--- src/rtl/dcc_framer_pkg.sv ---
package dcc_framer_pkg;
  localparam int unsigned BYTE_W = 8;

  typedef enum logic [1:0] {
    ST_PRE   = 2'd0,
    ST_START = 2'd1,
    ST_DATA  = 2'd2,
    ST_END   = 2'd3
  } fr_state_e;
endpackage

--- src/rtl/dcc_run_cnt.sv ---
module dcc_run_cnt #(
  parameter int unsigned CNT_W = 5,
  parameter int unsigned THR   = 10
) (
  input  logic             clk_i,
  input  logic             rst_ni,
  input  logic             bit_vld_i,
  input  logic             bit_val_i,
  input  logic             arm_i,
  output logic [CNT_W-1:0] cnt_o,
  output logic             hit_o
);
  localparam logic [CNT_W-1:0] CNT_MAX = {CNT_W{1'b1}};
  localparam logic [CNT_W-1:0] CNT_THR = CNT_W'(THR);

  logic [CNT_W-1:0] cnt_q;

  always_ff @(posedge clk_i or negedge rst_ni) begin
    if (!rst_ni) begin
      cnt_q <= '0;
    end else if (bit_vld_i) begin
      if (!bit_val_i)            cnt_q <= '0;
      else if (cnt_q != CNT_MAX) cnt_q <= cnt_q + 1'b1;
    end
  end

  assign cnt_o = cnt_q;
  assign hit_o = arm_i && bit_vld_i && bit_val_i && (cnt_q >= CNT_THR);


  ones_clr_chk: assert property (@(posedge clk_i) disable iff (!rst_ni)
    (bit_vld_i && !bit_val_i) |=> (cnt_q == '0));
endmodule

--- src/rtl/dcc_byte_asm.sv ---
module dcc_byte_asm
  import dcc_framer_pkg::*;
(
  input  logic              clk_i,
  input  logic              rst_ni,
  input  logic              clr_i,
  input  logic              shift_i,
  input  logic              bit_i,
  output logic [BYTE_W-1:0] byte_o,
  output logic              done_o
);
  localparam int unsigned IDX_W = $clog2(BYTE_W);
  localparam logic [IDX_W-1:0] IDX_LAST = IDX_W'(BYTE_W - 1);

  logic [IDX_W-1:0]  idx_q;
  logic [BYTE_W-2:0] sh_q;

  always_ff @(posedge clk_i or negedge rst_ni) begin
    if (!rst_ni) begin
      idx_q <= '0;
      sh_q  <= '0;
    end else if (clr_i) begin
      idx_q <= '0;
      sh_q  <= '0;
    end else if (shift_i) begin
      idx_q <= (idx_q == IDX_LAST) ? '0 : idx_q + 1'b1;
      sh_q  <= {sh_q[BYTE_W-3:0], bit_i};
    end
  end

  // MSB first: earliest bit ends in the top position
  assign byte_o = {sh_q, bit_i};
  assign done_o = shift_i && (idx_q == IDX_LAST);


  byte_wrap_chk: assert property (@(posedge clk_i) disable iff (!rst_ni)
    (done_o && !clr_i) |=> (idx_q == '0));
endmodule

--- src/rtl/dcc_pkt_store.sv ---
module dcc_pkt_store
  import dcc_framer_pkg::*;
#(
  parameter int unsigned MAX_LEN = 6,
  parameter int unsigned PRE_W   = 5,
  localparam int unsigned LEN_W  = $clog2(MAX_LEN + 1),
  localparam int unsigned DATA_W = MAX_LEN * BYTE_W
) (
  input  logic              clk_i,
  input  logic              rst_ni,
  input  logic              clr_i,
  input  logic [PRE_W-1:0]  pre_i,
  input  logic              wr_i,
  input  logic [BYTE_W-1:0] byte_i,
  input  logic              rel_i,
  input  logic              ack_i,
  output logic [BYTE_W-1:0] xor_o,
  output logic              full_o,
  output logic [DATA_W-1:0] data_o,
  output logic [LEN_W-1:0]  len_o,
  output logic [PRE_W-1:0]  pre_o,
  output logic              rdy_o,
  output logic              avail_o,
  output logic              ovr_o
);
  localparam logic [LEN_W-1:0] LEN_MAX = LEN_W'(MAX_LEN);

  logic [BYTE_W-1:0] buf_q [MAX_LEN];
  logic [LEN_W-1:0]  len_q, out_len_q;
  logic [BYTE_W-1:0] xor_q;
  logic [PRE_W-1:0]  pre_q, out_pre_q;
  logic [DATA_W-1:0] out_q;
  logic              rdy_q, avail_q, ovr_q;

  always_ff @(posedge clk_i or negedge rst_ni) begin
    if (!rst_ni) begin
      len_q <= '0;
      xor_q <= '0;
      pre_q <= '0;
    end else if (clr_i) begin
      len_q <= '0;
      xor_q <= '0;
      pre_q <= pre_i;
    end else if (wr_i && !full_o) begin
      len_q <= len_q + 1'b1;
      xor_q <= xor_q ^ byte_i;
    end
  end

  for (genvar i = 0; i < MAX_LEN; i++) begin : g_slot
    always_ff @(posedge clk_i or negedge rst_ni) begin
      if (!rst_ni)                                   buf_q[i] <= '0;
      else if (wr_i && !clr_i && len_q == LEN_W'(i)) buf_q[i] <= byte_i;
    end

    // unused slots are zeroed on release
    always_ff @(posedge clk_i or negedge rst_ni) begin
      if (!rst_ni)    out_q[i*BYTE_W +: BYTE_W] <= '0;
      else if (rel_i) out_q[i*BYTE_W +: BYTE_W] <= (LEN_W'(i) < len_q) ? buf_q[i] : '0;
    end
  end

  always_ff @(posedge clk_i or negedge rst_ni) begin
    if (!rst_ni) begin
      out_len_q <= '0;
      out_pre_q <= '0;
      rdy_q     <= 1'b0;
      avail_q   <= 1'b0;
      ovr_q     <= 1'b0;
    end else begin
      rdy_q <= rel_i;
      if (rel_i) begin
        out_len_q <= len_q;
        out_pre_q <= pre_q;
      end
      if (rel_i)      avail_q <= 1'b1;
      else if (ack_i) avail_q <= 1'b0;
      if (rel_i && avail_q && !ack_i) ovr_q <= 1'b1;
      else if (ack_i)                 ovr_q <= 1'b0;
    end
  end

  assign xor_o   = xor_q;
  assign full_o  = (len_q == LEN_MAX);
  assign data_o  = out_q;
  assign len_o   = out_len_q;
  assign pre_o   = out_pre_q;
  assign rdy_o   = rdy_q;
  assign avail_o = avail_q;
  assign ovr_o   = ovr_q;


  len_max_chk: assert property (@(posedge clk_i) disable iff (!rst_ni)
    len_q <= LEN_MAX);


  rdy_avail_chk: assert property (@(posedge clk_i) disable iff (!rst_ni)
    rdy_q |-> avail_q);


  hold_chk: assert property (@(posedge clk_i) disable iff (!rst_ni)
    (avail_q && !rel_i && !ack_i) |=> ($stable(out_q) && $stable(out_len_q) && avail_q));


  ack_clr_chk: assert property (@(posedge clk_i) disable iff (!rst_ni)
    (ack_i && !rel_i) |=> (!avail_q && !ovr_q));
endmodule

--- src/rtl/dcc_pkt_framer.sv ---
module dcc_pkt_framer
  import dcc_framer_pkg::*;
#(
  parameter int unsigned MAX_LEN = 6,
  parameter int unsigned PRE_W   = 5,
  parameter int unsigned PRE_MIN = 10,
  parameter int unsigned ERR_W   = 8,
  localparam int unsigned LEN_W  = $clog2(MAX_LEN + 1),
  localparam int unsigned DATA_W = MAX_LEN * BYTE_W
) (
  input  logic              clk_i,
  input  logic              rst_ni,
  input  logic              bit_vld_i,
  input  logic              bit_val_i,
  input  logic              pkt_ack_i,
  output logic              half_sync_o,
  output logic              pkt_rdy_o,
  output logic              pkt_avail_o,
  output logic              pkt_ovr_o,
  output logic [DATA_W-1:0] pkt_data_o,
  output logic [LEN_W-1:0]  pkt_len_o,
  output logic [PRE_W-1:0]  pkt_pre_o,
  output logic [ERR_W-1:0]  err_cnt_o
);
  fr_state_e         state_q, state_d;
  logic              clr, shift, rel, bad;
  logic              pre_hit, byte_done, full;
  logic [PRE_W-1:0]  ones_cnt;
  logic [BYTE_W-1:0] byte_val, xor_val;
  logic [ERR_W-1:0]  err_q;

  dcc_run_cnt #(.CNT_W(PRE_W), .THR(PRE_MIN)) u_run (
    .clk_i     (clk_i),
    .rst_ni    (rst_ni),
    .bit_vld_i (bit_vld_i),
    .bit_val_i (bit_val_i),
    .arm_i     (state_q != ST_START),
    .cnt_o     (ones_cnt),
    .hit_o     (pre_hit)
  );

  dcc_byte_asm u_asm (
    .clk_i   (clk_i),
    .rst_ni  (rst_ni),
    .clr_i   (clr),
    .shift_i (shift),
    .bit_i   (bit_val_i),
    .byte_o  (byte_val),
    .done_o  (byte_done)
  );

  dcc_pkt_store #(.MAX_LEN(MAX_LEN), .PRE_W(PRE_W)) u_store (
    .clk_i   (clk_i),
    .rst_ni  (rst_ni),
    .clr_i   (clr),
    .pre_i   (ones_cnt),
    .wr_i    (byte_done),
    .byte_i  (byte_val),
    .rel_i   (rel),
    .ack_i   (pkt_ack_i),
    .xor_o   (xor_val),
    .full_o  (full),
    .data_o  (pkt_data_o),
    .len_o   (pkt_len_o),
    .pre_o   (pkt_pre_o),
    .rdy_o   (pkt_rdy_o),
    .avail_o (pkt_avail_o),
    .ovr_o   (pkt_ovr_o)
  );

  always_comb begin
    state_d = state_q;
    clr     = 1'b0;
    shift   = 1'b0;
    rel     = 1'b0;
    bad     = 1'b0;
    case (state_q)
      ST_START: if (bit_vld_i && !bit_val_i) begin
        state_d = ST_DATA;
        clr     = 1'b1;
      end
      ST_DATA: if (bit_vld_i) begin
        shift = 1'b1;
        if (byte_done) state_d = ST_END;
      end
      ST_END: if (bit_vld_i) begin
        if (!bit_val_i) begin
          state_d = full ? ST_PRE : ST_DATA;
        end else begin
          state_d = ST_PRE;
          rel     = (xor_val == '0);
          bad     = (xor_val != '0);
        end
      end
      default: ;
    endcase
    // a preamble seen outside start search overrides everything
    if (pre_hit) begin
      state_d = ST_START;
      rel     = 1'b0;
      bad     = 1'b0;
    end
  end

  always_ff @(posedge clk_i or negedge rst_ni) begin
    if (!rst_ni) begin
      state_q <= ST_PRE;
      err_q   <= '0;
    end else begin
      state_q <= state_d;
      if (bad && err_q != {ERR_W{1'b1}}) err_q <= err_q + 1'b1;
    end
  end

  assign half_sync_o = (state_q == ST_START);
  assign err_cnt_o   = err_q;


  start_entry_chk: assert property (@(posedge clk_i) disable iff (!rst_ni)
    (state_q == ST_START && bit_vld_i && !bit_val_i) |=> (state_q == ST_DATA));


  full_abort_chk: assert property (@(posedge clk_i) disable iff (!rst_ni)
    (state_q == ST_END && bit_vld_i && !bit_val_i && full) |=> (state_q == ST_PRE));


  rel_src_chk: assert property (@(posedge clk_i) disable iff (!rst_ni)
    pkt_rdy_o |-> ($past(state_q) == ST_END && $past(bit_vld_i) && $past(bit_val_i)));


  err_src_chk: assert property (@(posedge clk_i) disable iff (!rst_ni)
    (err_q != $past(err_q)) |-> ($past(state_q) == ST_END && $past(bit_vld_i) && $past(bit_val_i) && !pkt_rdy_o));
endmodule

--- config.mk ---
export PLATFORM = sky130hd
export DESIGN_NAME = dcc_pkt_framer
export DESIGN_NICKNAME = d
export VERILOG_FILES = /design/src/rtl/dcc_framer_pkg.sv /design/src/rtl/dcc_run_cnt.sv /design/src/rtl/dcc_byte_asm.sv /design/src/rtl/dcc_pkt_store.sv /design/src/rtl/dcc_pkt_framer.sv
export SDC_FILE = /design/constraint.sdc
export NUM_CORES = 1
export LEC_CHECK = 0
export BUFFER_PORTS_ARGS = -buffer_cell sky130_fd_sc_hd__buf_2
export CAP_MARGIN = 0
export CORE_MARGIN = 2
export CORE_UTILIZATION = 50
export DETAILED_ROUTE_END_ITERATION = 12
export PLACE_DENSITY_LB_ADDON = 0.05
export SLEW_MARGIN = 25
export SYNTH_ARGS = -nofsm -noshare
export SYNTH_HDL_FRONTEND = slang
export SYNTH_SLANG_ARGS = --single-unit
--- constraint.sdc ---
create_clock -name clk_i -period 3.6 [get_ports clk_i]
set_input_delay 0.72 -clock clk_i [delete_from_list [all_inputs] [get_ports clk_i]]
set_output_delay 0.72 -clock clk_i [all_outputs]
set_load 0.01 [all_outputs]
== Word-level counts from Yosys, hierarchy flattened ==
Cells that the tools add are included.
Word-level totals
  register bits: 148
  input port bits: 5
  output and inout bits: 68
  word-level logic and storage cells: 125
Operators by class
  $add $sub $neg: 4
  magnitude comparators: 7
  equality and inequality tests: 18
  muxes and demuxes: 40
  bitwise logic cells: 1
  reductions and logical operators: 30
Operators by type and width (number)
  8-bit 2-to-1 mux: 8
  1-bit logical AND: 16
  1-bit 2-to-1 mux: 15
  3-bit 2-to-1 mux: 5
  2-bit 2-to-1 mux: 7
  7-bit 2-to-1 mux: 2
  3-bit == test (second input constant): 4
  5-bit 2-to-1 mux: 2
  8-bit by 1-bit adder with 8-bit output (second input constant): 1
  8-bit zero test: 1
  8-bit != test (second input constant): 1
  2-bit nonzero test: 4
  8-bit nonzero test: 1
  8-bit XOR: 1
  3-bit by 1-bit adder with 3-bit output (second input constant): 2
  3-bit by 2-bit == test with 1-bit output (second input constant): 2
  1-bit by 3-bit less-than comparator with 1-bit output (first input constant): 2
  2-bit by 3-bit less-than comparator with 1-bit output (first input constant): 2
  3-bit less-than comparator (first input constant): 2
  3-bit != test (second input constant): 2
  2-bit case mux with 3 select lines: 1
  5-bit by 1-bit adder with 5-bit output (second input constant): 1
  5-bit by 4-bit >= comparator with 1-bit output (second input constant): 1
  5-bit != test (second input constant): 1
  11 further kinds: 16

== Longest topological paths before layout ==
  depth after elaboration: 8
  gate-level depth with buffers: 9

== By module ==
From an unflattened synthesis, not the netlist that was laid out.
Unflattened totals
  cell total of the unflattened synthesis: 481
  area total of the unflattened synthesis: 6251.0 um^2
By module, submodules not included
  dcc_pkt_store: times used 1, cells each 353, area each 4860.9 um^2, seq. area each 3078.0 um^2
  dcc_pkt_framer: times used 1, cells each 58, area each 631.9 um^2, seq. area each 250.2 um^2
  dcc_byte_asm: times used 1, cells each 37, area each 444.2 um^2, seq. area each 250.2 um^2
  dcc_run_cnt: times used 1, cells each 33, area each 314.1 um^2, seq. area each 125.1 um^2

== Worst setup path before layout ==
OpenSTA, ideal clock, no wires.
  path kind: input to register
  start: in bit_vld_i
  end: reg u_store.out_q[0] (netlist: u_store.data_o[0])
  data arrival time: 2.216 ns
  data required time: 3.475 ns
  slack: 1.260 ns
  stages: 7
  buffers on the path: 3
  cells stage by stage: clkbuf_1 -> nand2_1 -> nor4_4 -> and2b_1 -> buf_4 -> buf_6 -> mux2_2
On the way
  longest elaborated chain between the ends: 4
Ends and longest elaborated chain
  start: declaration: RTL line dcc_pkt_framer.sv:13  | input logic bit_vld_i,
  1-bit logical AND (3 in series): RTL line dcc_run_cnt.sv:28  | assign hit_o = arm_i && bit_vld_i && bit_val_i && (cnt_q >= CNT_THR);
  1-bit 2-to-1 mux (*): RTL line dcc_pkt_framer.sv:98  | if (pre_hit) begin
  end signal: indexed assignment: RTL line dcc_pkt_store.sv:59  | else if (rel_i) out_q[i*BYTE_W +: BYTE_W] <= (LEN_W'(i) < len_q) ? buf_q[i] : '0;
  end: declaration: RTL line dcc_pkt_store.sv:32  | logic [DATA_W-1:0] out_q;
Mark *: on every way between the ends. The rest lies on a longest branch, timed or not.
A chain may end at the register's enable or synchronous reset.

== Final worst setup path ==
  start: reg u_run.cnt_q[0] (netlist: u_run.cnt_o[0])
  end: reg u_store.out_len_q[2] (netlist: u_store.len_o[2])
On the way
  longest elaborated chain between the ends: 3
Ends and longest elaborated chain
  start: declaration: RTL line dcc_run_cnt.sv:16  | logic [CNT_W-1:0] cnt_q;
  start signal: assignment: RTL line dcc_run_cnt.sv:23  | else if (cnt_q != CNT_MAX) cnt_q <= cnt_q + 1'b1;
  5-bit by 4-bit >= comparator with 1-bit output: RTL line dcc_run_cnt.sv:28
  1-bit logical AND: RTL line dcc_run_cnt.sv:28
  1-bit 2-to-1 mux: RTL line dcc_pkt_framer.sv:98
  end signal: assignment: RTL line dcc_pkt_store.sv:73  | out_len_q <= len_q;
  end: declaration: RTL line dcc_pkt_store.sv:29  | logic [LEN_W-1:0] len_q, out_len_q;
No other way between the ends.

==> results.toml <==
[grt]
grt.overflow.total = 0
grt_max_degree = 119
grt_pass1_wl_mm = 20.1
grt_use_total_pct = 19.4
grt_pass1_vias = 4018
antenna_found_initial = 0

[setup_path]
worst-setup-path-type = "reg2reg"
cp_max_fo = 37
required_ns = 3.90
cp.arrival_ns = 3.01
critical-path-top-delay-family = "simple AND/OR/NAND/NOR gates"
critPathLaunchType = "register"
path_buf_inv = 2
cp_cell_sequence = "inv_1 > ha_1 > o31a_1 > nor4_4 > and2b_2 > buf_4 > mux2_2"
critical_path.max_stage_delay_ns = 0.49
worstSetupEndpointType = "register"
slowest_stage = "nor4_4"

[cells_and_area]
nets = 604
n_antenna_cell = 0
drive_gt1_share_pct = 30.9
multi_input_area_mm2 = 0.00235
fillCellCount = 1107
syn_to_final_growth_pct = 16.1
final_util_pct = 59.2
regArea_mm2 = 0.00370

[floorplan]
dieArea_mm2 = 0.0137
coreArea_mm2 = 0.0125
die_h_um = 117
fp.dieW_um = 117
start_util_pct = 51.0
rows = 41
num_io_pins = 73

[clock_tree]
cts_tree = "yes"
cts_max_path_buffers = 2
cts_buffers = 17
clock_latency_ns = 0.42
root_buffer = "clkbuf_16"
cts_resized = 0
ctsHoldBuffers = 0
cts.clk_slew.worst_paths_ns = 0.06
cts_setup_buffers = 0
cts_max_level = 4
cts_sinks = 148

[logic_synthesis]
synth-simple-area-share_pct = 10.9
syn_nets = 535
synthAdderAreaFrac_pct = 1.76
synth.top_cell.area_share_pct = 58.0
ys_seq_area_share_pct = 58.0
synth_common_cells = "dfrtp_1 (148), mux2_2 (76), nand2_1 (50)"
async_flop_share_pct = 100
yosysMostFrequentCell = "dfrtp_1"
netlist_area_mm2 = 0.00638
ys.flop_type = "dfrtp_1"
synth_compound_area_share_pct = 3.39
synth_top_family_by_area = "multiplexers"
yosys-mux-area-fraction_pct = 18.4
yosysUniqueCellTypes = 42
syn-mean-instance-area_um2 = 12.2
synth_top_cell_by_area = "dfrtp_1"
synth_edf_count = 0
netlist_instances = 521
yosys-top-cells-area = "dfrtp_1 (58%), mux2_2 (13%), mux2i_1 (5.0%), nand2_1 (2.9%), inv_1 (2.5%)"
yosys.area_share.xor_xnor_pct = 2.33
ys_seq_elements = 148
ys_warn_count = 0

[power]
switchingPower_mw = 1.51
internal-power_mw = 3.45
power_frac_comb_pct = 20.1
swShare_pct = 30.5
ir_worst_vdd_mv = 0.378
cellLeakagePower_nw = 3.73
p_seq_share_pct = 47.4
power-per-cell-area_mw_per_mm2 = 670
clock_power_share_pct = 32.4

[flow_run]
drv_cap = 0

[sta]
maxSlewViolCount = 0
setup_viol = 0
finalCritPeriodShare_pct = 75.2
finalHoldViolCount = 0
fin_worst_skew_ns = 0.00416
hold_slack_ns = 0.229
min_period_ns = 2.71
worst_pin_slew_ns = 0.955
fin_setup_tns_ns = 0
fmax_mhz = 370
rsz0062_at_grt = "false"
slew_headroom_pct = 35.8

[drt]
dr.first_iter.drc_count = 227
wirelength_mm = 12.0
drc = 0
wl_per_cell_um = 15.5
viasPerCell = 5.12
ant_nets = 0
route.vias.total = 3966
firstDrtPassIters = 4

[status]
status = "completed"

[placement]
hpwl_mm = 7.90
gp_congestion = 0.793
io_buffers = 72

[worst_hold_path]
hold_path.class = "in2async"
cells in the final DEF (no fill, tap or decap), types with 2 or more instances in the layout:
cell type    n
a21o_1       2
a21oi_1     12
a22o_1       5
and2_1       3
and3_1      13
and4_1       3
buf_2       71
buf_4        6
clkbuf_1     5
clkbuf_16   17
clkbuf_8     7
clkinv_2     2
dfrtp_1    148
ha_1         9
inv_1       42
mux2_2      76
mux2i_1     32
nand2_1     50
nand3_1     14
nand4_1      8
nand4b_1     2
nor2_1      19
nor2b_1     10
nor3_1       2
nor4_1       2
nor4_2       2
o21ai_0      4
o22ai_1      5
xnor2_1      8
xor2_1       9
flip-flops by register name, indices dropped and copies added (netlist names), 2 cells and up:
signal,cells
u_run.cnt_o,5
u_store.len_o,3
u_store.xor_o,8
u_asm.idx_q,3
u_store.buf_q,48
u_store.len_q,3
u_store.pre_q,5
state_q,2
u_store.data_o,48
err_cnt_o,8
u_store.pre_o,5
u_asm.sh_q,7
metrics by stage:
step                      setup slack (ns)  cell area (µm²)  std cells  power [mW]
after floorplan                       1.26             6380        521        2.95
after global placement               0.821             6840        742        3.35
after detailed placement             0.741             6840        742        3.40
after CTS                            0.863             7380        773        5.03
after global routing                 0.688             7410        774        5.29
final                                0.894             7410        774        4.96
worst paths after layout:
| kind | start | to | slack (ns) | cells past startpoint |
|---|---|---|---|---|
| min in group clk_i | pkt_ack_i | u_store.ovr_o | 0.47 | 2 |
| max in group asynchronous | rst_ni | state_q[0] | 2.68 | 2 |
| hold / removal | rst_ni | u_store.data_o[20] | 0.23 | 1 |
| setup / recovery | u_run.cnt_o[0] | u_store.len_o[2] | 0.89 | 7 |
| hold reg to reg | u_store.buf_q[0] | u_store.buf_q[0] | 0.48 | 2 |
| setup reg to reg | u_run.cnt_o[0] | u_store.len_o[2] | 0.89 | 7 |
layer usage:
layer,share of wire [%],GRT usage (%),up-vias
li1,-,-,1905
met1,46,24.9,1984
met2,49,32.4,59
met3,3.1,4.07,18
met4,1.7,7.53,0
met5,0,0,-
final cells by class:
cell class              count  area share (%)
well taps                 172            2.90
clock buffers              28            7.11
inverters                  42            2.13
multi-input cells         302            31.7
flip-flops and latches    148            50.0
clock inverters             3           0.236
repair buffers             79            5.96
cells by family after synthesis:
logic type               count (synthesis)
XOR/XNOR                                17
AND/OR/NAND/NOR                        134
buffers and inverters                   71
AO/OA/AOI/OAI                           34
adder cells (fa/ha/maj)                  9
flip-flops                             148
multiplexers                           108
power groups by stage:
| stage | Clock (mW) | Combinational [mW] | Sequential (mW) |
|---|---|---|---|
| finish | 1.61 | 1.00 | 2.35 |
| CTS | 1.65 | 1.02 | 2.36 |
| detailed placement | 0 | 1.01 | 2.39 |
| global route | 1.73 | 1.14 | 2.42 |
| global placement | 0 | 0.981 | 2.37 |
| floorplan | 0 | 0.610 | 2.34 |
Power figures use the tool's default switching activity.
